<file path="src/rtl/tc_pkg.sv">
package tc_pkg;
  localparam int TC_DATA_W = 32;
  localparam int TC_INC_W  = 24;
  localparam int TC_PER_W  = 8;
  localparam int TC_CNT_W  = 64;

  typedef enum logic [1:0] {
    TC_LO   = 2'd0,
    TC_HI   = 2'd1,
    TC_CTRL = 2'd2,
    TC_NONE = 2'd3
  } tc_reg_e;

  function automatic tc_reg_e tc_decode(input logic [1:0] idx);
    return tc_reg_e'(idx);
  endfunction
endpackage

</file>
<file path="src/rtl/tc_tick_gen.sv">
module tc_tick_gen #(
  parameter int PER_W = 8
) (
  input  logic             clk,
  input  logic             rst_n,
  input  logic [PER_W-1:0] period,
  input  logic             restart,
  output logic             tick
);
  logic [PER_W-1:0] phase;

  function automatic logic [PER_W-1:0] next_phase(input logic [PER_W-1:0] ph,
                                                  input logic [PER_W-1:0] per);
    if (per == '0)      return '0;
    else if (ph == '0)  return per - PER_W'(1);
    else                return ph - PER_W'(1);
  endfunction

  assign tick = (period != '0) && (phase == '0);

  always_ff @(posedge clk or negedge rst_n) begin
    if (!rst_n)       phase <= '0;
    else if (restart) phase <= '0;
    else              phase <= next_phase(phase, period);
  end
endmodule

</file>
<file path="src/rtl/tc_counter.sv">
module tc_counter #(
  parameter int CNT_W = 64,
  parameter int INC_W = 24
) (
  input  logic             clk,
  input  logic             rst_n,
  input  logic             tick,
  input  logic [INC_W-1:0] inc,
  input  logic             load,
  input  logic [CNT_W-1:0] load_val,
  output logic [CNT_W-1:0] cnt
);
  localparam int PAD_W = CNT_W - INC_W;

  function automatic logic [CNT_W-1:0] advance(input logic [CNT_W-1:0] c,
                                               input logic [INC_W-1:0] step);
    return c + {{PAD_W{1'b0}}, step};
  endfunction

  always_ff @(posedge clk or negedge rst_n) begin
    if (!rst_n)     cnt <= '0;
    else if (load)  cnt <= load_val;
    else if (tick)  cnt <= advance(cnt, inc);
  end
endmodule

</file>
<file path="src/rtl/tc_regif.sv">
module tc_regif
  import tc_pkg::*;
#(
  parameter int DATA_W = 32,
  parameter int CNT_W  = 64,
  parameter int INC_W  = 24,
  parameter int PER_W  = 8
) (
  input  logic              clk,
  input  logic              rst_n,
  input  logic              wr,
  input  logic              rd,
  input  logic [1:0]        idx,
  input  logic [DATA_W-1:0] wdata,
  input  logic [CNT_W-1:0]  cnt,
  output logic [INC_W-1:0]  ctrl_inc,
  output logic [PER_W-1:0]  ctrl_per,
  output logic              period_restart,
  output logic              load,
  output logic [CNT_W-1:0]  load_val,
  output logic              lo_read,
  output logic [DATA_W-1:0] shadow,
  output logic [DATA_W-1:0] pend_lo,
  output logic [DATA_W-1:0] rdata
);
  localparam int HI_W = CNT_W - DATA_W;

  tc_reg_e          sel;
  logic [DATA_W-1:0] ctrl;

  assign sel            = tc_decode(idx);
  assign ctrl_inc       = ctrl[INC_W-1:0];
  assign ctrl_per       = ctrl[INC_W +: PER_W];
  assign load           = wr && (sel == TC_HI);
  assign load_val       = {wdata[HI_W-1:0], pend_lo};
  assign lo_read        = rd && (sel == TC_LO);
  assign period_restart = wr && (sel == TC_CTRL) && (wdata[INC_W +: PER_W] != ctrl_per);

  always_ff @(posedge clk or negedge rst_n) begin
    if (!rst_n) begin
      ctrl    <= '0;
      pend_lo <= '0;
      shadow  <= '0;
      rdata   <= '0;
    end else begin
      if (wr && sel == TC_LO)   pend_lo <= wdata;
      if (wr && sel == TC_CTRL) ctrl    <= wdata;
      if (rd) begin
        unique case (sel)
          TC_LO: begin
            rdata  <= cnt[DATA_W-1:0];
            shadow <= cnt[CNT_W-1:DATA_W];
          end
          TC_HI:   rdata <= shadow;
          TC_CTRL: rdata <= ctrl;
          default: rdata <= '0;
        endcase
      end
    end
  end
endmodule

</file>
<file path="src/rtl/time_counter.sv">
module time_counter
  import tc_pkg::*;
#(
  parameter int DATA_W = TC_DATA_W,
  parameter int INC_W  = TC_INC_W,
  parameter int PER_W  = TC_PER_W,
  parameter int CNT_W  = 2 * DATA_W
) (
  input  logic              clk,
  input  logic              rst_n,
  input  logic              reg_wr,
  input  logic              reg_rd,
  input  logic [1:0]        reg_idx,
  input  logic [DATA_W-1:0] reg_wdata,
  output logic [DATA_W-1:0] reg_rdata
);
  logic [INC_W-1:0]  inc;
  logic [PER_W-1:0]  per;
  logic              period_restart;
  logic              preset_load;
  logic [CNT_W-1:0]  preset_val;
  logic              lo_read;
  logic [DATA_W-1:0] shadow;
  logic [DATA_W-1:0] pend_lo;
  logic              tick_fire;
  logic [CNT_W-1:0]  cnt;

  tc_regif #(.DATA_W(DATA_W), .CNT_W(CNT_W), .INC_W(INC_W), .PER_W(PER_W)) u_regif (
    .clk(clk), .rst_n(rst_n), .wr(reg_wr), .rd(reg_rd), .idx(reg_idx),
    .wdata(reg_wdata), .cnt(cnt), .ctrl_inc(inc), .ctrl_per(per),
    .period_restart(period_restart), .load(preset_load), .load_val(preset_val),
    .lo_read(lo_read), .shadow(shadow), .pend_lo(pend_lo), .rdata(reg_rdata)
  );

  tc_tick_gen #(.PER_W(PER_W)) u_tick (
    .clk(clk), .rst_n(rst_n), .period(per), .restart(period_restart), .tick(tick_fire)
  );

  tc_counter #(.CNT_W(CNT_W), .INC_W(INC_W)) u_cnt (
    .clk(clk), .rst_n(rst_n), .tick(tick_fire), .inc(inc),
    .load(preset_load), .load_val(preset_val), .cnt(cnt)
  );
endmodule

</file>
<file path="config.mk">
export PLATFORM = sky130hd
export DESIGN_NAME = time_counter
export DESIGN_NICKNAME = d
export VERILOG_FILES = /design/src/rtl/tc_pkg.sv /design/src/rtl/tc_tick_gen.sv /design/src/rtl/tc_counter.sv /design/src/rtl/tc_regif.sv /design/src/rtl/time_counter.sv
export SDC_FILE = /design/constraint.sdc
export NUM_CORES = 1
export LEC_CHECK = 0
export BUFFER_PORTS_ARGS = -buffer_cell sky130_fd_sc_hd__buf_2
export CAP_MARGIN = 30
export CORE_MARGIN = 2
export CORE_UTILIZATION = 60
export DETAILED_ROUTE_END_ITERATION = 16
export PLACE_DENSITY = 0.76
export SLEW_MARGIN = 25
export SYNTH_ARGS = -nofsm -noshare
export SYNTH_HDL_FRONTEND = slang
export SYNTH_HIERARCHICAL = 1
export SYNTH_SLANG_ARGS = --single-unit
</file>
<file path="constraint.sdc">
create_clock -name clk -period 7.75 [get_ports clk]
set_input_delay 1.9375 -clock clk [delete_from_list [all_inputs] [get_ports clk]]
set_output_delay 1.9375 -clock clk [all_outputs]
set_load 0.02 [all_outputs]
</file>
==> results of run 1 <==
through the flow:
step,hold slack [ns],instances,cell area (sq um),setup WS [ns],utilization (%)
after detailed placement,0.471,1343,11600,3.37,61.9
after floorplan,0.446,1121,11400,4.01,-
after CTS,0.487,1374,12200,3.83,65.3
after global placement,0.459,1343,11600,3.47,61.9
final,0.480,1374,12200,3.78,65.3
after global routing,0.504,1374,12200,3.61,65.3
power by group through the flow:
stage	sequential (W)	combinational [W]	clock (W)
floorplan	0.00153	0.00113	0
global placement	0.00155	0.00146	0
detailed placement	0.00156	0.00148	0
CTS	0.00154	0.00150	0.000963
global route	0.00159	0.00167	0.00101
finish	0.00155	0.00152	0.000951
layout by cell type (no fill, tap or decap), types with 4 or more instances in the layout:
master,n
nand2_1,109
o211ai_2,4
mux2_1,8
xor2_1,37
buf_4,10
nand3_2,4
nor2b_1,5
mux2_2,92
xnor2_1,16
mux2i_1,46
a2bb2oi_1,9
and3_1,11
a21o_1,6
inv_1,10
ha_1,25
nand3_1,27
o21ai_0,54
buf_2,68
and2_1,4
a22oi_1,6
a31oi_1,44
or3_1,13
o211ai_1,10
o21bai_1,4
o21ai_1,10
a211oi_1,7
bufinv_16,4
o2111ai_1,6
and4_1,6
dfrtp_1,200
or4_1,5
nor3_1,18
nor2_1,74
clkbuf_16,17
a21oi_1,49
or2_2,35
nand4_1,16
worst register-to-register path: stages, from the launching register on:
cell and delay [ns]:
dfrtp_1 0.48, nor4_4 0.48, nand2_2 0.13, nor2_2 0.12, buf_4 0.44, nand4_1 0.27
nor3_1 0.56, o2111ai_1 0.35, or4_1 0.47, nand3_1 0.10
layer usage:
| layer | part of all wire, % | vias up |
|---|---|---|
| met5 | 0 | - |
| met4 | 2.5 | 0 |
| met3 | 6.5 | 55 |
| met2 | 47 | 330 |
| met1 | 44 | 4318 |
| li1 | - | 4047 |
worst max-delay path by stage:
stage / slack [ns] / cells past startpoint / endpoint / startpoint
2_1_floorplan: 4.01 / 9 / u_cnt/cnt[53] / reg_idx[0]
3_3_place_gp: 3.47 / 6 / u_cnt/cnt[22] / reg_idx[0]
3_5_place_dp: 3.37 / 6 / u_cnt/cnt[22] / reg_idx[0]
4_1_cts: 3.83 / 5 / u_cnt/cnt[22] / reg_idx[0]
5_1_grt: 3.61 / 6 / u_cnt/cnt[10] / reg_idx[0]
6_report: 3.78 / 5 / u_cnt/cnt[22] / reg_idx[0]
registers in the layout (all words and copies together) (netlist names):
register,flops
u_cnt/cnt,64
u_regif/ctrl,32
u_regif/pend_lo,32
u_regif/rdata,32
u_regif/shadow,32
u_tick/phase,8
area by class of cell:
cell class / count / area, sq um / area share, %
multi-input combinational: 819 / 5810 / 47.6
clock buffer: 21 / 460 / 3.77
timing repair buffer: 79 / 429 / 3.52
clock inverter: 10 / 166 / 1.36
inverter: 11 / 41.3 / 0.338
sequential: 200 / 5000 / 41.0
tap: 234 / 293 / 2.40
==> metrics.md, run 1 <==
| Metric | Value |
|---|---|
| Die H | 142 microns |
| Yosys warnings | 6 |
| Critical Path Fanout Max | 62 |
| Initial antenna violation count | 1 |
| Fillcell total | 1470 |
| CP Cell Sequence | buf_2 > and3b_2 > buf_4 > nor2_1 > a221o_1 |
| CTS Hold Buffers Added | 0 |
| Synth Instances | 1121 |
| Final #Nets | 1192 |
| Inserted Diodes | 0 |
| Net Sw Frac | 38.0% |
| Internal | 0.00249 W |
| Critical Path RT | 8.06 ns |
| Clock share of power | 23.7% |
| RePlAce Congestion | 0.947 |
| CTS root buffer | clkbuf_16 |
| Hold_sp | u_regif/pend_lo[9] |
| Via density per instance | 6.37 |
| Port buffer count | 69 |
| Pins over their slew limit | 0 |
| Worst slew pin tran | 0.789 ns |
| GRT Total Usage | 29.2% |
| P_sw | 0.00153 W |
| Final Cycle Share | 51.2% |
| Static leakage | 5.07 nW |
| Length of the first detailed-routing pass in iterations | 8 |
| Floorplan row count | 50 |
| Final min period | 3.97 ns |
| Power Total | 0.00402 W |
| Reg2reg setup slack | 4.27 ns |
| Routed Antenna Nets | 0 |
| Initial core utilization | 61.1% |
| Type of origin of the critical path | primary input |
| MaxCap Viol Count | 0 |
| Met1 Resource Use GR | 41.5% |
| Iter 0 DRT Violations | 676 |
| Final Hold Fails | 0 |
| Gr busiest metal | met2 |
| Delay-heaviest family, CP | buffers and inverters |
| Max_slew headroom | 47.4% |
| # Post-CTS Setup Buffers | 0 |
| Worst reg2reg path endpoint | u_cnt/cnt[63] |
| Worst Hold Endpoint | u_cnt/cnt[9] |
| Total clock sinks | 200 |
| Post-Syn Nets | 1185 |
| HPWL Detailed | 19900 microns |
| Core Area | 18700 sq um |
| Clock tree buffer depth | 2 |
| # DRC | 0 |
| Critical Path Slowest Stage Cell | and3b_2 |
| Maximum VDD drop | 0.000159 V |
| Met3 Use GR | 4.14% |
| Number of buffers created by CTS | 17 |
| Fin Setup TNS | 0 ns |
| R2r worst-path depth | 9 |
| RR Startpoint | u_tick/phase[4] |
| Synthesized area | 11400 sq um |
| Syn avg cell area | 10.2 sq um |
| Vias in the first global route | 8431 |
| CTS resizes | 0 |
| Critical path data arrival time | 4.28 ns |
| Gr ovfl total | 0 |
| Worst clock skew | 0.00841 ns |
| RSZ-0062 raised after global routing | no |
| WHS Path Cells | 2 |
| Synth-to-layout area growth | 6.76% |
| Worst path bufs/invs | 2 |
| Largest net degree at the start of global routing | 87 |
| WS Path Type | in -> reg |
| Clk_lat worst skew | 0.43 ns |
| Worst Hold Class | reg -> reg |
| I/O pin total | 70 |
| WL per Instance | 20.9 microns |
| Share of cells above drive strength 1 | 23.4% |
| First-pass GRT wire length | 45800 microns |
| CTS clk-pin slew, worst paths | 0.07 ns |
| Worst Setup End Kind | flip-flop |
| PD cells | 329 nW/um^2 |
| H-Tree Depth | 4 |
| Met2 GRT Util | 46.5% |
| Die W | 142 microns |
| # setup viols final | 0 |
| Max incr delay on CP | 0.63 ns |
| Status | complete, no violations |
| Vias | 8750 |
| CTS tree | done |
| Total Wirelength | 28800 microns |
| FMAX | 0.252 GHz |
| Seq pwr share | 38.5% |
| Combinational Power Share | 37.8% |
| Die area | 20200 sq um |
Power figures use the tool's default switching activity.
==> run 2: changes to the inputs <==
clock period = 4 ns   (was 7.75 ns; I/O delays follow)
==> run 2 against run 1 <==
  * Clock power grew 90%
  * Sequential power grew 94%
  * Flip-flop and latch count is the same
  * Non-clock buffer count grew 10
  * Critical endpoint is now u_cnt/cnt[63]
  * Total power grew 94%
  * Utilization grew 0.52 points
  * Routed wire length grew 3.3%
  * Sequential share of layout area shrank 0.32 points
  * Combinational power grew 95%
  * Largest power group unchanged
  * Clock skew shrank 0.0021 ns
  * Via count grew 1.9%
  * Critical path type is now reg -> reg
==> metrics.md, run 2 (same netlist as run 1, synthesis figures left out) <==
| Metric | Value |
|---|---|
| CTS clk-pin slew, worst paths | 0.07 ns |
| Share of cells above drive strength 1 | 24.3% |
| CTS tree | done |
| HPWL Detailed | 21100 microns |
| Length of the first detailed-routing pass in iterations | 6 |
| Final #Nets | 1202 |
| Placed inst area | 11700 sq um |
| Worst Hold Class | reg -> reg |
| Most frequent cells in the layout | dfrtp_1 (200), nand2_1 (109), mux2_2 (92), nor2_1 (74), buf_2 (68) |
| Combinational Power Share | 38.2% |
| H-Tree Depth | 4 |
| Final Cycle Share | 84.5% |
| Reg2reg setup slack | 0.62 ns |
| R2r worst-path depth | 9 |
| First-pass GRT wire length | 47100 microns |
| Hold_sp | u_regif/pend_lo[24] |
| Worst reg2reg path endpoint | u_cnt/cnt[63] |
| MaxCap Viol Count | 0 |
| Max_slew headroom | 47.6% |
| Clock tree buffer depth | 2 |
| Total Wirelength | 29700 microns |
| P_sw | 0.00303 W |
| CTS resizes | 0 |
| CTS root buffer | clkbuf_16 |
| Internal | 0.00476 W |
| RePlAce Congestion | 1.02 |
| Core Area | 18700 sq um |
| Initial core utilization | 61.1% |
| Number of buffers created by CTS | 17 |
| Inserted Diodes | 0 |
| Vias | 8916 |
| Clock share of power | 23.2% |
| WS Path Type | reg -> reg |
| Final min period | 3.38 ns |
| Static leakage | 5.13 nW |
| Via density per instance | 6.44 |
| Largest net degree at the start of global routing | 92 |
| Die W | 142 microns |
| Synth-to-layout area growth | 7.61% |
| Critical path data arrival time | 3.76 ns |
| PD cells | 633 nW/um^2 |
| Die area | 20200 sq um |
| Port buffer count | 69 |
| Final Hold Fails | 0 |
| Worst clock skew | 0.00633 ns |
| Clk_lat worst skew | 0.44 ns |
| Gr ovfl total | 0 |
| Vias in the first global route | 8577 |
| WL per Instance | 21.5 microns |
| Status | complete, no violations |
| # DRC | 0 |
| Final instance area | 12300 sq um |
| CTS Hold Buffers Added | 0 |
| Worst Hold Endpoint | u_cnt/cnt[24] |
| RR Startpoint | u_tick/phase[4] |
| Iter 0 DRT Violations | 715 |
| Max FFs per register | 64 |
| I/O pin total | 70 |
| Net Sw Frac | 38.8% |
| Maximum VDD drop | 0.000317 V |
| Total clock sinks | 200 |
| Commonest non-fill, non-tap cell in the layout | dfrtp_1 |
| Fin Setup TNS | 0 ns |
| Worst Setup End Kind | flip-flop |
| Die H | 142 microns |
| Pins over their slew limit | 0 |
| GRT Total Usage | 30.3% |
| # setup viols final | 0 |
| FMAX | 0.296 GHz |
| Critical Path RT | 4.38 ns |
| Floorplan row count | 50 |
| Critical Path Fanout Max | 10 |
| Type of origin of the critical path | flip-flop |
| Seq pwr share | 38.6% |
| WHS Path Cells | 2 |
| Routed Antenna Nets | 0 |
| RSZ-0062 raised after global routing | no |
| Initial antenna violation count | 0 |
| Largest Register | u_cnt/cnt |
| Worst slew pin tran | 0.785 ns |
| # Post-CTS Setup Buffers | 0 |
run 2: cell count changes in the layout (fill, tap and decap cells not counted), sizes merged:
cell,previous run,this run
clkbuf,22,19
bufinv,4,3
buf,78,88
clkinv,3,8
run 2: worst max-delay path by stage:
| stage | from | endpoint | slack [ns] | depth (start not counted) |
|---|---|---|---|---|
| after floorplan | reg_idx[0] | u_cnt/cnt[53] | 1.20 | 9 |
| after global placement | u_tick/phase[4] | u_cnt/cnt[53] | 0.92 | 8 |
| after detailed placement | u_tick/phase[4] | u_cnt/cnt[63] | 0.78 | 9 |
| after CTS | u_tick/phase[4] | u_cnt/cnt[63] | 0.76 | 9 |
| after global routing | u_tick/phase[4] | u_cnt/cnt[63] | 0.53 | 9 |
| final | u_tick/phase[4] | u_cnt/cnt[63] | 0.62 | 9 |
run 2: layer usage:
layer,up-vias,share of wire [%],GRT usage (%)
met2,334,47,48.6
met5,-,0,0
met3,55,6.1,3.97
met4,0,2.5,9.89
met1,4449,44,42.9
li1,4078,-,-
run 2: stage by stage:
step	hold slack, ns	cells	utilization [%]	setup WS, ns	total power (W)
3_3_place_gp	0.456	1353	62.5	0.922	0.00585
5_1_grt	0.497	1385	65.8	0.531	0.00821
6_report	0.481	1385	65.8	0.621	0.00779
2_1_floorplan	0.446	1121	-	1.20	0.00515
4_1_cts	0.486	1385	65.8	0.756	0.00775
3_5_place_dp	0.468	1353	62.5	0.779	0.00593
run 2: worst max-delay path, stage by stage, from the launching register on:
cell       delay, ns
dfrtp_1         0.48
nor4_4          0.49
nand2_2         0.14
nor2_2          0.51
buf_4           0.28
nand4_1         0.17
nor3_1          0.44
o2111ai_1       0.25
or4_1           0.45
nand3_1         0.10
run 2: power groups by stage:
stage | Clock, W | Combinational (W) | Sequential (W)
2_1_floorplan | 0 | 0.00219 | 0.00296
3_3_place_gp | 0 | 0.00284 | 0.00301
3_5_place_dp | 0 | 0.00289 | 0.00303
4_1_cts | 0.00183 | 0.00292 | 0.00300
5_1_grt | 0.00191 | 0.00324 | 0.00307
6_report | 0.00181 | 0.00297 | 0.00301
run 2: final cells by class:
class	instances	area, sq um
fill	1484	6400
multi-input combinational	819	5810
sequential	200	5000
timing repair buffer	89	542
clock buffer	18	439
tap	234	293
clock inverter	14	171
inverter	11	41.3
==> run 3: changes to the inputs <==
CORE_UTILIZATION = 56   (was 60)
PLACE_DENSITY = 0.74   (was 0.76)
clock period = 2.88 ns   (was 4 ns; I/O delays follow)
==> run 3 against run 2 <==
  * Clock skew up 0.0031 ns
  * First-iteration DRC count up 4.3%
  * Sequential power up 37%
  * Hold slack worse by 0.19 ns
  * Critical endpoint is now u_cnt/cnt[43]
  * Clock power up 30%
  * Utilization down 3.2 points
  * Register-to-register slack worse by 0.54 ns
==> metrics.md, run 3 (same netlist as run 1, synthesis figures left out) <==
| Metric | Value |
|---|---|
| Status | complete, no violations |
| Total clock sinks | 200 |
| Final #Nets | 1228 |
| Critical path data arrival time | 3.12 ns |
| R2r worst-path depth | 9 |
| Clk_lat worst skew | 0.44 ns |
| WL per Instance | 20.3 microns |
| HPWL Detailed | 21200 microns |
| Internal | 0.00659 W |
| Iter 0 DRT Violations | 746 |
| Most frequent cells in the layout | dfrtp_1 (200), nand2_1 (109), mux2_2 (92), nor2_1 (74), buf_2 (68) |
| Final core utilization | 62.6% |
| Worst slew pin tran | 0.644 ns |
| CTS root buffer | clkbuf_16 |
| CP Cell Sequence | ha_1 > a211oi_1 > o211ai_1 > a211oi_1 > buf_4 > o21ai_1 > nand4_1 > nor3_1 > a221o_1 |
| FMAX | 0.358 GHz |
| Finished Layout Cells | 1447 |
| Floorplan row count | 52 |
| Worst Setup End Kind | flip-flop |
| Crit path top cell by count | a211oi_1 |
| P_sw | 0.00423 W |
| Number of buffers created by CTS | 17 |
| Fillcell total | 1644 |
| RSZ-0062 raised after global routing | yes |
| First-pass GRT wire length | 47500 microns |
| # DRC | 0 |
| Max_slew headroom | 57.1% |
| Power Total | 0.0108 W |
| Core Area | 20100 sq um |
| CTS Hold Buffers Added | 0 |
| Share of cells above drive strength 1 | 26.3% |
| Port buffer count | 69 |
| Largest Register | u_cnt/cnt |
| Die H | 147 microns |
| Pins over their slew limit | 0 |
| Vias in the first global route | 8635 |
| Total Wirelength | 29400 microns |
| Critical Path Slowest Stage Cell | dfrtp_1 |
| CP Depth | 9 |
| Synth-to-layout area growth | 10.0% |
| Clock tree buffer depth | 2 |
| Initial antenna violation count | 0 |
| Length of the first detailed-routing pass in iterations | 5 |
| MaxCap Viol Count | 0 |
| Net Sw Frac | 39.1% |
| Largest net degree at the start of global routing | 71 |
| Die W | 147 microns |
| Combinational Power Share | 40.0% |
| Routed Antenna Nets | 0 |
| Static leakage | 5.25 nW |
| I/O pin total | 70 |
| Critical Path RT | 3.20 ns |
| Worst Hold Class | in -> async |
| Gr ovfl total | 0 |
| Type of origin of the critical path | flip-flop |
| Final Cycle Share | 97.1% |
| WS Path Type | reg -> reg |
| Vias | 8953 |
| Max incr delay on CP | 0.44 ns |
| Delay-heaviest family, CP | compound AO/OA/AOI/OAI gates |
| Worst clock skew | 0.00942 ns |
| RePlAce Congestion | 0.997 |
| Placed Instances | 1412 |
| Initial core utilization | 56.9% |
| Final min period | 2.80 ns |
| CTS clk-pin slew, worst paths | 0.07 ns |
| Clock share of power | 21.8% |
| Max FFs per register | 64 |
| CTS tree | done |
| Maximum VDD drop | 0.000467 V |
| GRT Total Usage | 28.0% |
| Worst path bufs/invs | 1 |
| H-Tree Depth | 4 |
| Via density per instance | 6.19 |
| Seq pwr share | 38.2% |
| PD cells | 860 nW/um^2 |
| Multi-input logic area | 5830 sq um |
| Die area | 21600 sq um |
| Register Area | 5000 sq um |
| Final Hold Fails | 0 |
| Fin Setup TNS | 0 ns |
| Inserted Diodes | 0 |
| Critical Path Fanout Max | 4 |
| # setup viols final | 0 |
| Commonest non-fill, non-tap cell in the layout | dfrtp_1 |
==> run 3: changes by cell type in the layout (fill, tap and decap cells not counted), moves of 2 or more <==
cell       delta
buf_12        +4
clkinv_2      -3
buf_4        +22
inv_6         +4
bufinv_16     -2
==> run 3: worst paths after layout <==
path / end / startpoint / slack, ns
max in group asynchronous: u_regif/pend_lo[0] / rst_n / 1.91
min reg2reg: u_cnt/cnt[15] / u_regif/pend_lo[15] / 0.48
min: u_regif/rdata[20] / rst_n / 0.29
min in group clk: u_cnt/cnt[15] / u_regif/pend_lo[15] / 0.48
max: u_cnt/cnt[43] / u_regif/ctrl[1] / 0.08
max reg2reg: u_cnt/cnt[43] / u_regif/ctrl[1] / 0.08
==> run 3: worst register-to-register path: stages, from the launching register on <==
cell	delay, ns
dfrtp_1	0.44
ha_1	0.35
a211oi_1	0.35
o211ai_1	0.23
a211oi_1	0.40
buf_4	0.19
o21ai_1	0.16
nand4_1	0.23
nor3_1	0.07
a221o_1	0.25
==> run 3: through the flow <==
stage / hold slack [ns] / cell area (sq um) / setup slack, ns
3_3_place_gp: 0.460 / 12000 / 0.139
4_1_cts: 0.312 / 12500 / 0.0661
3_5_place_dp: 0.468 / 12000 / 0.0958
5_1_grt: 0.337 / 12600 / -0.0249
6_report: 0.293 / 12600 / 0.0844
2_1_floorplan: 0.424 / 11400 / 0.361
==> run 3: area by class of cell <==
| type | count | share of cell area [%] |
|---|---|---|
| Tap cell | 270 | 2.69 |
| Timing Repair Buffer | 115 | 6.26 |
| Inverter | 11 | 0.328 |
| Multi-Input combinational cell | 819 | 46.3 |
| Clock inverter | 14 | 1.10 |
| Clock buffer | 18 | 3.49 |
| Sequential cell | 200 | 39.8 |
==> run 3: timing repair <==
action | CTS | global route
hold endpoints to repair | 0 | 0
buffers inserted | 0 | 3
endpoints found under the setup margin | 0 | 12
resized for setup | 0 | 4
==> run 3: power groups by stage <==
stage	Clock (W)	Sequential [W]	Combinational [W]
6_report	0.00236	0.00413	0.00433
5_1_grt	0.00252	0.00423	0.00470
4_1_cts	0.00241	0.00412	0.00423
3_5_place_dp	0	0.00417	0.00418
3_3_place_gp	0	0.00413	0.00410
2_1_floorplan	0	0.00411	0.00304
==> run 3: routing by layer <==
metal | global-route usage, % | part of all wire, %
met1 | 40.2 | 45
met2 | 44.1 | 47
met3 | 4.32 | 5.9
met4 | 8.64 | 2.2
met5 | 0 | 0
